**src/rtl/pmask_pkg.sv**
```systemverilog
package pmask_pkg;

    localparam int PRIO_W_DEF = 8;
    localparam int IMPL_W_DEF = 3;

    typedef struct packed {
        logic gdis;
        logic fmask;
    } mask_bits_t;

    typedef struct packed {
        logic valid;
        logic nmi;
        logic hard_fault;
    } cand_kind_t;

    typedef enum logic [2:0] {
        DEC_IDLE,
        DEC_NMI,
        DEC_HF,
        DEC_BLK_FAULT,
        DEC_BLK_GLOBAL,
        DEC_BLK_THRESH,
        DEC_TAKE
    } decision_t;

    function automatic logic decision_is_take(decision_t d);
        return (d == DEC_NMI) || (d == DEC_HF) || (d == DEC_TAKE);
    endfunction

    function automatic logic fault_mask_next(logic cur, logic ret, logic we, logic wd);
        logic nxt;
        nxt = cur;
        if (we)  nxt = wd;
        if (ret) nxt = 1'b0;
        return nxt;
    endfunction

endpackage

```
**src/rtl/pm_mask_regs.sv**
```systemverilog
module pm_mask_regs
    import pmask_pkg::*;
(
    input  logic       clk,
    input  logic       rst,
    input  logic       priv,
    input  logic       gdis_we,
    input  logic       gdis_wd,
    input  logic       fmask_we,
    input  logic       fmask_wd,
    input  logic       exc_ret,
    output mask_bits_t masks
);

    mask_bits_t masks_q;
    logic       gdis_accept;
    logic       fmask_accept;

    assign gdis_accept  = priv & gdis_we;
    assign fmask_accept = priv & fmask_we;

    always_ff @(posedge clk) begin
        if (rst) begin
            masks_q <= '0;
        end else begin
            if (gdis_accept) masks_q.gdis <= gdis_wd;
            masks_q.fmask <= fault_mask_next(masks_q.fmask, exc_ret, fmask_accept, fmask_wd);
        end
    end

    assign masks = masks_q;

endmodule

```
**src/rtl/pm_thresh_reg.sv**
```systemverilog
module pm_thresh_reg #(
    parameter int PRIO_W = 8,
    parameter int IMPL_W = 3
) (
    input  logic              clk,
    input  logic              rst,
    input  logic              priv,
    input  logic              wr_we,
    input  logic [PRIO_W-1:0] wr_data,
    input  logic              raise_we,
    input  logic [PRIO_W-1:0] raise_data,
    output logic [IMPL_W-1:0] thr_hi,
    output logic [PRIO_W-1:0] thr_full
);

    localparam int LOW_W = PRIO_W - IMPL_W;

    logic [IMPL_W-1:0] thr_q;
    logic [IMPL_W-1:0] wr_hi;
    logic [IMPL_W-1:0] raise_hi;
    logic              raise_ok;

    assign wr_hi    = wr_data[PRIO_W-1 -: IMPL_W];
    assign raise_hi = raise_data[PRIO_W-1 -: IMPL_W];

    // Raise-only: new level must be nonzero and more urgent than a held one.
    assign raise_ok = (raise_hi != '0) && ((thr_q == '0) || (raise_hi < thr_q));

    always_ff @(posedge clk) begin
        if (rst) begin
            thr_q <= '0;
        end else if (priv) begin
            if (wr_we)
                thr_q <= wr_hi;
            else if (raise_we && raise_ok)
                thr_q <= raise_hi;
        end
    end

    assign thr_hi = thr_q;

    generate
        if (LOW_W > 0) begin : g_pad
            assign thr_full = {thr_q, {LOW_W{1'b0}}};
        end else begin : g_full
            assign thr_full = thr_q;
        end
    endgenerate

endmodule

```
**src/rtl/pm_decide.sv**
```systemverilog
module pm_decide
    import pmask_pkg::*;
#(
    parameter int PRIO_W = 8,
    parameter int IMPL_W = 3
) (
    input  logic              clk,
    input  logic              rst,
    input  mask_bits_t        masks,
    input  logic [IMPL_W-1:0] thr_hi,
    input  cand_kind_t        kind,
    input  logic [PRIO_W-1:0] prio,
    output logic              take
);

    logic [IMPL_W-1:0] prio_hi;
    logic              thr_hit;
    decision_t         dec;
    logic              take_q;

    assign prio_hi = prio[PRIO_W-1 -: IMPL_W];
    assign thr_hit = (thr_hi != '0) && (prio_hi >= thr_hi);

    always_comb begin
        if (!kind.valid)              dec = DEC_IDLE;
        else if (kind.nmi)            dec = DEC_NMI;
        else if (masks.fmask)         dec = DEC_BLK_FAULT;
        else if (kind.hard_fault)     dec = DEC_HF;
        else if (masks.gdis)          dec = DEC_BLK_GLOBAL;
        else if (thr_hit)             dec = DEC_BLK_THRESH;
        else                          dec = DEC_TAKE;
    end

    always_ff @(posedge clk) begin
        if (rst) take_q <= 1'b0;
        else     take_q <= decision_is_take(dec);
    end

    assign take = take_q;

endmodule

```
**src/rtl/excp_mask_unit.sv**
```systemverilog
module excp_mask_unit
    import pmask_pkg::*;
#(
    parameter int PRIO_W = PRIO_W_DEF,
    parameter int IMPL_W = IMPL_W_DEF
) (
    input  logic              clk,
    input  logic              rst,
    input  logic              priv_i,
    input  logic              gdis_we_i,
    input  logic              gdis_wd_i,
    input  logic              fmask_we_i,
    input  logic              fmask_wd_i,
    input  logic              thr_we_i,
    input  logic [PRIO_W-1:0] thr_wd_i,
    input  logic              thr_raise_we_i,
    input  logic [PRIO_W-1:0] thr_raise_wd_i,
    input  logic              exc_ret_i,
    input  logic              cand_valid_i,
    input  logic              cand_nmi_i,
    input  logic              cand_hf_i,
    input  logic [PRIO_W-1:0] cand_prio_i,
    output logic              take_o,
    output logic              gdis_o,
    output logic              fmask_o,
    output logic [PRIO_W-1:0] thr_o
);

    mask_bits_t        masks;
    logic [IMPL_W-1:0] thr_hi;
    cand_kind_t        kind;

    assign kind = '{valid: cand_valid_i, nmi: cand_nmi_i, hard_fault: cand_hf_i};

    pm_mask_regs u_masks (
        .clk      (clk),
        .rst      (rst),
        .priv     (priv_i),
        .gdis_we  (gdis_we_i),
        .gdis_wd  (gdis_wd_i),
        .fmask_we (fmask_we_i),
        .fmask_wd (fmask_wd_i),
        .exc_ret  (exc_ret_i),
        .masks    (masks)
    );

    pm_thresh_reg #(.PRIO_W(PRIO_W), .IMPL_W(IMPL_W)) u_thr (
        .clk        (clk),
        .rst        (rst),
        .priv       (priv_i),
        .wr_we      (thr_we_i),
        .wr_data    (thr_wd_i),
        .raise_we   (thr_raise_we_i),
        .raise_data (thr_raise_wd_i),
        .thr_hi     (thr_hi),
        .thr_full   (thr_o)
    );

    pm_decide #(.PRIO_W(PRIO_W), .IMPL_W(IMPL_W)) u_dec (
        .clk    (clk),
        .rst    (rst),
        .masks  (masks),
        .thr_hi (thr_hi),
        .kind   (kind),
        .prio   (cand_prio_i),
        .take   (take_o)
    );

    assign gdis_o  = masks.gdis;
    assign fmask_o = masks.fmask;

endmodule

```
**config.mk**
```make
export PLATFORM = sky130hd
export DESIGN_NAME = excp_mask_unit
export DESIGN_NICKNAME = d
export VERILOG_FILES = /design/src/rtl/pmask_pkg.sv /design/src/rtl/pm_mask_regs.sv /design/src/rtl/pm_thresh_reg.sv /design/src/rtl/pm_decide.sv /design/src/rtl/excp_mask_unit.sv
export SDC_FILE = /design/constraint.sdc
export NUM_CORES = 1
export LEC_CHECK = 0
export BUFFER_PORTS_ARGS = -buffer_cell sky130_fd_sc_hd__buf_2
export CAP_MARGIN = 20
export CORE_AREA = 2 2 41 43
export CTS_CLUSTER_DIAMETER = 150
export CTS_CLUSTER_SIZE = 8
export DETAILED_ROUTE_END_ITERATION = 16
export DIE_AREA = 0 0 43 45
export GPL_ROUTABILITY_DRIVEN = 0
export PLACE_DENSITY = 0.73
export SLEW_MARGIN = 0
export SYNTH_ARGS = -nofsm -noshare
export SYNTH_HDL_FRONTEND = slang
export SYNTH_SLANG_ARGS = --single-unit
```
**constraint.sdc**
```tcl
create_clock -name clk -period 1.72 [get_ports clk]
set_input_delay 0.172 -clock clk [delete_from_list [all_inputs] [get_ports clk]]
set_output_delay 0.172 -clock clk [all_outputs]
set_load 0.01 [all_outputs]
```
Word level (Yosys, flattened, before mapping)
Index checks and enable logic that the tools add are counted.
{ "op_classes": {"order_cmp": 2, "eq_ne": 3, "mux": 8, "bitwise_logic": 2, "reduce_logical": 12} }
{ "op_table": {"columns": ["cell", "n"], "rows": [
  ["$mux W3", 7],
  ["$reduce_bool A3 Y1", 2],
  ["$eq A3 B1 Y1 const B", 1],
  ["$eq A3 B2 Y1 const B", 1],
  ["$eq A3 B3 Y1 const B", 1],
  ["$ge A3 B3 Y1", 1],
  ["$logic_and A1 B1 Y1", 3],
  ["$logic_not A3 Y1", 1],
  ["$logic_or A1 B1 Y1", 3],
  ["$lt A3 B3 Y1", 1],
  ["$and A1 B1 Y1", 2],
  ["$mux W2", 1],
  ["$reduce_and A2 Y1", 1],
  ["$reduce_bool A2 Y1", 1],
  ["$reduce_or A2 Y1", 1]
]} }
{ "totals": {"regBits": 6, "input_bits": 37, "output_inout_bits": 11, "elab_cells": 31} }

Depth between registers and ports, before layout
Gate-level depths: netlist of the first run.
{ "logic_depth": {"ltp_word": 11, "ltp_mapped": 6, "ltp_nobuf": 6} }

By module
From an unflattened synthesis of the first run, not the netlist that was laid out.
{ "unflattened": {"hier_cells": 66, "hier_area_um2": 535.5} }
{ "by_module_without_submodules": {"columns": ["mod", "n_inst", "cells_each", "area_each_um2", "seq_area_each_um2"], "rows": [
  ["pm_thresh_reg", 1, 41, 322.8, 60.1],
  ["pm_decide", 1, 17, 125.1, 20.0],
  ["pm_mask_regs", 1, 8, 87.6, 40.0]
]} }

Worst setup path after synthesis of the first run
Ideal clock, no wire load.
{ "synth_timing": {"path_kind": "register to register", "startpoint": "register u_thr.thr_q[2] (netlist: u_thr.thr_hi[2])", "endpoint": "register u_thr.thr_q[0] (netlist: u_thr.thr_hi[0])", "setup_ns": 0.095, "arrival_time_ns": 1.422, "required_ns": 1.625, "slack_ns": 0.203, "stages_incl_launch_ff": 7, "path_buffers": 0, "period_less_slack_ns": 1.517, "cell_sequence": "dfxtp_1 -> inv_1 -> ha_1 -> a21oi_1 -> o21ai_0 -> a21o_2 -> a221oi_1"} }
{ "synth_between": {"elab_chain_cells": 6, "word_cells_on_any_way": 7, "classes_between": "order compare: 1; reduce/logical: 6"} }
{ "synth_rtl": {"columns": ["item", "line", "rtl"], "rows": [
  ["from (decl)", "pm_thresh_reg.sv:18", "logic [IMPL_W-1:0] thr_q;"],
  ["from (signal assigned)", "pm_thresh_reg.sv:34", "thr_q <= wr_hi;"],
  ["from (signal assigned)", "pm_thresh_reg.sv:36", "thr_q <= raise_hi;"],
  ["$lt A3 B3 Y1 / $logic_not A3 Y1 (equally long branches)", "pm_thresh_reg.sv:27", "assign raise_ok = (raise_hi != '0) && ((thr_q == '0) || (raise_hi < thr_q));"],
  ["$logic_or A1 B1 Y1 (*)", "pm_thresh_reg.sv:27", null],
  ["$logic_and A1 B1 Y1 (*)", "pm_thresh_reg.sv:27", null],
  ["$logic_and A1 B1 Y1 (*)", "pm_thresh_reg.sv:35", "else if (raise_we && raise_ok)"],
  ["$reduce_bool A2 Y1 (no source line) (*)", null, null],
  ["$reduce_and A2 Y1 (no source line) (*)", null, null]
]} }
Every way passes the cells marked *; elsewhere a longest branch is shown, timed or not.
A chain may end at the register's enable or synchronous reset.

Worst setup path after layout of the first run
{ "layout_timing": {"startpoint": "register u_thr.thr_q[2] (netlist: u_thr.thr_hi[2])", "endpoint": "register u_thr.thr_q[1] (netlist: u_thr.thr_hi[1])"} }
The elaborated chain is that of the path after synthesis.

==> results.txt, run 1 <==
- Clock buffer count from CTS: 3
- The critical path runs through a total of 6 cells.
- In the final routed layout, each cell accounts on average for 10.3 um.
- The cell area that synthesis handed to floorplanning was 469 um2.
* Number of synthesized register bits: 6
* Finish-stage setup viols: 0
- Power spread over the standard cell area amounts to 662 nW/um2.
- Input/output buffers: 27
* Clk slew on worst S/H paths: 0.05 ns
- Setup repair after global routing left no endpoint under its margin.
- The critical path ends at u_thr.thr_hi[1].
- Number of warnings printed during yosys synthesis: 0
- In this run the register-to-register setup slack is 0.15 ns.
- Antenna violations before repair: 0
- The tree is rooted in a clkbuf_4.
- Summing the sequential cell areas from Yosys gives 25.6% of the chip area.
- Share of the synthesized area in the top cell type: 25.6%
- The first detailed-routing pass took 2 iterations.
* Deepest clock path buffer count: 2
- After technology mapping, the gate count stands at 56.
- STA puts the critical path data required time at 1.87 ns.
- TritonCTS built the clock tree.
- Initial core utilization: 31.9%
- Min-Delay Path Depth: 2
* Source of the critical timing path: u_thr.thr_hi[2]
* CTS sink count: 6
- STA puts the critical path data arrival time at 1.71 ns.
* Largest net degree at the start of global routing: 9
* Worst clock skew on the final layout: 0.00348 ns
- After floorplanning, the core was sized to cover 1470 um2.
* Via count of the routed design: 484
- The endpoint identified for the worst register-to-register timing path is u_thr.thr_hi[1].
* Global-route wire length before repair: 1670 um
* Global Route Usage Sum: 11.9%
* Bufs and invs on worst path: 1
- Overall power: 0.000413 W
- The hold violation total from the final report is 0.
* Iteration-0 DRC Markers: 3
* Post-layout min period: 1.57 ns
- Maximum fanout along the worst path: 3
- Number of different library cells in the post-synthesis netlist: 23
* H-Tree Depth: 1
* Max incr delay on CP: 0.35 ns
- Slew Viols, Final: 0
- A synthesized cell averages 8.38 um2.
* WS Path Type: register to register
- Site Rows: 14
* Number of antenna diodes: 0
- Post-Route Setup TNS: 0 ns
* Critical R2R Launch: u_thr.thr_hi[2]
* Min Hold Slack: 0.0888 ns
- The run finished with clean final reports.
- After the last flow step, the layout net total stands at 129.
- Layout cells sized above 1: 42.4%
* Post-route worst setup slack: 0.153 ns
- The die covers 1940 um2.
* Final cell utilization of the core: 42.4%
- Measured in cells, the most critical reg-to-reg path has a length of 6.
- The final critical path takes up 91.1% of the cycle.
* Die Width: 43 um
* Count of instances resized after the clock tree is built: 0
* Number of top-level pins: 48
* Static Leak: 0.326 nW
* Critical-path cell with the highest stage delay: dfxtp_1
- Top cell family by delay on the critical path: compound AO/OA/AOI/OAI gates
- Final HPWL DP: 899 um
- Number of maximum-capacitance violations: 0
* Hold wc startpoint: exc_ret_i
- The worst setup path is captured at a register.
- Crit-path cells: inv_1, ha_1, a21oi_1, o21ai_0, a21o_2, a221oi_1
* Post-place setup slack: 0.161 ns
- Once the clock tree was built, the setup fixing pass inserted 0 buffers.
* Cell type with the highest aggregate area in the netlist: dfxtp_1
- For this run, the top clock speed supported by timing is 0.638 GHz.
- Number of global-route vias before repair: 433
- Most area-consuming cells after synthesis: dfxtp_1, ha_1, buf_4
* Detail Route Antenna Nets: 0
* Clk_lat worst skew: 0.24 ns
- IR analysis of the VDD net gives a maximum drop of 0.335 mV.
- Vias/cell: 4.79
* GRT overflow: 0
* Final wirelength: 1040 um
- Critical path startpoint category: register
- In the routed design, unresolved DRC markers number 0.
- From bottom edge to top edge, the die measures 45 um.
* Count of hold buffers inserted by post-cts repair: 0
- The area growth from synthesis to layout is 33.1%.
- The tightest min-delay check is of the input pin to register type.
synthesized netlist by cell type:
cell	count
a211oi_1	3
a21o_1	2
a21o_2	1
a21oi_1	3
a221oi_1	3
and2b_1	1
and2b_2	3
buf_4	5
conb_1	1
dfxtp_1	6
ha_1	5
inv_1	4
mux2i_1	1
nand2_1	6
nand2b_1	2
nand3_1	1
nand4b_1	1
nor2_1	2
nor3_1	2
nor3_2	1
o21ai_0	1
o21ai_2	1
o31a_1	1
routing by layer:
| layer | share of wire [%] | vias up | global-route usage [%] |
|---|---|---|---|
| met5 | 0 | - | 0 |
| met3 | 8.5 | 0 | 7.20 |
| met2 | 49 | 21 | 21.5 |
| li1 | - | 250 | - |
| met1 | 42 | 213 | 12.1 |
| met4 | 0 | 0 | 1.82 |
cell families (layout without fill, tap and decap cells):
logic type | count (synthesis) | count (layout) | synth area share, %
AO/OA/AOI/OAI | 15 | 15 | 23.5
flip-flops | 6 | 6 | 25.6
AND/OR/NAND/NOR | 19 | 19 | 23.5
buffers and inverters | 9 | 34 | 11.2
other | 1 | 5 | 0.799
adder cells (fa/ha/maj) | 5 | 5 | 13.3
multiplexers | 1 | 1 | 2.13
metrics by stage:
step                instance area, um2  instances
floorplan                          484         60
global placement                   602         98
detailed placement                 602         98
CTS                                624        101
global route                       624        101
finish                             624        101
cell type report:
type / count / area (um2)
Inverter: 4 / 15.0
Multi-Input combinational cell: 45 / 312
Timing Repair Buffer: 27 / 135
Fill cell: 159 / 847
Tap cell: 16 / 20.0
Sequential cell: 6 / 120
Clock buffer: 3 / 22.5
layout by cell type, fill, tap and decap left out, drive strengths merged:
cell / n
mux2i: 1
ha: 5
nand3: 1
nand2: 6
dfxtp: 6
o21ai: 2
a21oi: 3
a211oi: 3
nand4b: 1
o31a: 1
clkbuf: 3
nor2: 2
buf: 27
conb: 5
nand2b: 2
a221oi: 3
and2b: 4
nor3: 3
a21o: 3
inv: 4
worst reg2reg max path: cells and delay by family, from the launching register on:
kind            cells  cell delay [ns]
compound gates      4             0.72
fa+ha+maj           1             0.29
buf+inv             1             0.10
flops               1             0.35
sequential cells by signal, summed over array words and instances, names as in the netlist:
name / count
u_dec.take: 1
u_thr.thr_hi: 3
u_masks.masks: 2
where the power goes:
group          switching (W)  internal (W)
sequential        0.00000903      0.000150
combinational      0.0000633     0.0000617
clock              0.0000505     0.0000789
total               0.000123      0.000291
how the worst min path moves through the flow:
stage                        to  slack [ns]
5_1_grt        u_masks.masks[0]        0.06
4_1_cts        u_masks.masks[0]        0.08
3_5_place_dp   u_masks.masks[0]        0.34
6_report       u_masks.masks[0]        0.09
3_3_place_gp   u_masks.masks[0]        0.34
2_1_floorplan  u_masks.masks[1]        0.24
Note: power is estimated with default switching activity, not from simulation.
==> inputs of run 2 (changes only) <==
--- a/config.mk
+++ b/config.mk
@@ -7,14 +7,15 @@
 export LEC_CHECK = 0
 export BUFFER_PORTS_ARGS = -buffer_cell sky130_fd_sc_hd__buf_2
 export CAP_MARGIN = 20
-export CORE_AREA = 2 2 41 43
+export CORE_AREA = 2 2 42 44
 export CTS_CLUSTER_DIAMETER = 150
 export CTS_CLUSTER_SIZE = 8
 export DETAILED_ROUTE_END_ITERATION = 16
-export DIE_AREA = 0 0 43 45
+export DIE_AREA = 0 0 44 46
 export GPL_ROUTABILITY_DRIVEN = 0
-export PLACE_DENSITY = 0.73
+export PLACE_DENSITY = 0.75
 export SLEW_MARGIN = 0
 export SYNTH_ARGS = -nofsm -noshare
 export SYNTH_HDL_FRONTEND = slang
+export SYNTH_HIERARCHICAL = 1
 export SYNTH_SLANG_ARGS = --single-unit
==> run 2 against run 1 <==
Non-clock buffer count is the same. Global-route usage down 0.31 points. Critical path type unchanged. Highest routed layer is now met4. Synthesized area up 14%. Die area up 4.6%. Clock power about the same. Clock skew fell by 0.00056 ns.
==> results.txt, run 2 <==
- Clock latency on the worst-skew pair, taken at its later pin, is 0.24 ns.
- Leading register cell type out of synthesis: dfxtp_1
- The via count of the first global-routing pass came to 479.
- 48 I/O pins were placed.
- Averaged over all synthesized cells, the footprint is 8.11 um2.
- The critical path is of the register to register type.
- The worst setup path is captured at a register.
* Final wirelength: 1120 um
- Hold wc startpoint: exc_ret_i
- Portion of the clock cycle consumed by the worst path in the final layout: 91.9%
- The routed layout has 539 vias.
* Slack of the worst reg-to-reg path: 0.14 ns
* Site Rows: 15
- After detailed routing, the number of vias per cell comes to 4.94.
- Clock buffer count from CTS: 3
- From bottom edge to top edge, the die measures 46 um.
- The final layout contains 136 nets.
- In this run the cell area measured after placement is 647 um2.
* Core area: 1610 um2
* Most frequent standard cell in the layout excluding fill and tap cells: buf_2
- Number of synthesized register bits: 6
* Setup fix buffers added after clock tree synthesis: 0
- Area of the die: 2020 um2
- Slew Viols, Final: 0
- Detail Route Antenna Nets: 0
- After clock tree synthesis, the repair step resized 0 gates.
* H-Tree Depth: 1
- The signal on the critical path passes through inv_1, ha_1, a21oi_1, o21ai_2, and2_2, o221a_1.
- The worst hold path belongs to the class input pin to register.
- Entering global routing, the biggest net connects 9 pins.
* WP data required: 1.85 ns
* Finish-stage setup viols: 0
- Excluding fillers, the count of instances in the completed layout stands at 109.
- Clk slew on worst S/H paths: 0.05 ns
- Across the VDD grid, the largest voltage drop is 0.165 mV.
* Most area-consuming cells after synthesis: dfxtp_1, ha_1, buf_4
- Max-cap violations in this run came to 0.
- Pre-Repair DR Iteration Count: 2
- Of all cell types, the one taking the most synthesized area is dfxtp_1.
- Layout cells sized above 1: 39.1%
- Leaving out fill and tap cells, the most frequent cells in the layout are buf_2, inv_1, dfxtp_1.
- WL per Instance: 10.3 um
- Counting cells, the worst reg-to-reg path comes to 6.
- The synthesized design devotes to its leading area cell type 22.4% of total area.
- Synth top cells by count: buf_4, inv_1, dfxtp_1, ha_1, nor2b_1
* Deepest clock path buffer count: 2
* Critical R2R Launch: u_thr/thr_hi[2]
- Counting flops with a built-in enable in the synthesized netlist gives 0.
- The tree is rooted in a clkbuf_4.
* Number of different library cells in the post-synthesis netlist: 27
* GRT overflow: 0
- Summed over all nets, the half-perimeter wirelength after detailed placement is 969 um.
* Most used standard cell by instance count after synthesis: buf_4
- Area of all placed cells without fillers: 669 um2
- Based on the critical path, the design can be clocked at up to 0.632 GHz.
* Input/output buffers: 27
* Static Leak: 0.331 nW
* Number of flip-flops under the largest register name: 3
- Proportion of synthesized flip-flops having asynchronous set or reset: 0%
* Top cell family by delay on the critical path: compound AO/OA/AOI/OAI gates
* TritonCTS clock tree: built
- The worst register-to-register path ends at u_thr/thr_hi[0].
- After the first detailed-routing iteration, the DRC count stood at 3.
- Initial core utilization: 33.2%
* Placed insts: 106
- Critical path startpoint category: register
- For the finished layout, the period the worst path requires is 1.58 ns.
- The synthesized netlist occupies a cell area of 536 um2.
* Maximum fanout along the worst path: 6
- Sequential-to-total area share from yosys stat: 22.4%
* Post-Route Setup TNS: 0 ns
* Endpoints failing hold: 0
- Number of antenna diodes: 0
- Synthesis-to-finish area growth: 25.0%
- Cell depth of the worst setup path: 6
* Arrival time of the worst setup path: 1.71 ns
* Global-route wire length before repair: 1710 um
- The largest individual stage delay along the critical path comes from the cell dfxtp_1.
- Max incr delay on CP: 0.41 ns
- In the global route stage, overall resource usage came out at 11.6%.
* Die Width: 44 um
- After technology mapping, the gate count stands at 66.
- The run finished with clean final reports.
* CTS sink count: 6
- The critical path starts at u_thr/thr_hi[2].
* Worst clock skew on the final layout: 0.00292 ns
* Antenna violations before repair: 0
- In the routed design, unresolved DRC markers number 0.
- Unrepaired setup endpoints after global routing: no
* Endpoint of the worst setup timing path: u_thr/thr_hi[0]
- The design draws 0.000423 W.
* Bufs and invs on worst path: 1
- Number of warnings printed during yosys synthesis: 6
- Power spread over the standard cell area amounts to 633 nW/um2.
* Count of hold buffers inserted by post-cts repair: 0
-- run 2: cells by family (layout without fill, tap and decap cells) --
family	Yosys count	after routing	synth area share (%)
simple gates	19	19	18.7
other cells	1	5	0.700
buf+inv	15	37	16.1
flops	6	6	22.4
compound gates	20	20	30.4
fa+ha+maj	5	5	11.7
-- run 2: where the power goes --
part,internal (W),switching [W]
registers,0.000150,0.0000119
logic,0.0000649,0.0000688
clock network,0.0000788,0.0000492
total,0.000294,0.000130
-- run 2: final cells by class --
type                            instances  area [um2]
Clock buffer                            3        22.5
Sequential cell                         6         120
Timing Repair Buffer                   27         135
Tap cell                               17        21.3
Inverter                                7        26.3
Fill cell                             165         945
Multi-Input combinational cell         49         344
-- run 2: per-layer routing --
layer / share of wire, % / global-route usage [%] / vias up
li1: - / - / 277
met1: 41 / 10.4 / 237
met2: 49 / 22.4 / 23
met3: 10 / 3.57 / 2
met4: 0.36 / 7.27 / 0
met5: 0 / 0 / -
-- run 2: worst min-delay path by stage --
stage / endpoint / slack, ns / cells after the start
after global routing: u_masks/masks[0] / 0.09 / 2
final: u_masks/masks[0] / 0.1 / 2
after detailed placement: u_masks/masks[0] / 0.35 / 2
after floorplan: u_masks/masks[0] / 0.24 / 1
after CTS: u_masks/masks[0] / 0.09 / 2
after global placement: u_masks/masks[0] / 0.34 / 2
-- run 2: stage by stage --
| step | utilization, % | setup WS (ns) | hold slack, ns |
|---|---|---|---|
| finish | 41.5 | 0.139 | 0.0985 |
| global route | 41.5 | 0.0551 | 0.0904 |
| CTS | 41.5 | 0.115 | 0.0907 |
| detailed placement | 40.1 | 0.126 | 0.348 |
| global placement | 40.1 | 0.169 | 0.344 |
| floorplan | - | 0.198 | 0.237 |
-- run 2: worst register-to-register path, delay by kind of cell (launching register included) --
kind,cells,cell delay [ns]
AO/OA/AOI/OAI,3,0.52
flip-flops,1,0.41
adder cells (fa/ha/maj),1,0.28
AND/OR/NAND/NOR,1,0.19
buffers and inverters,1,0.07
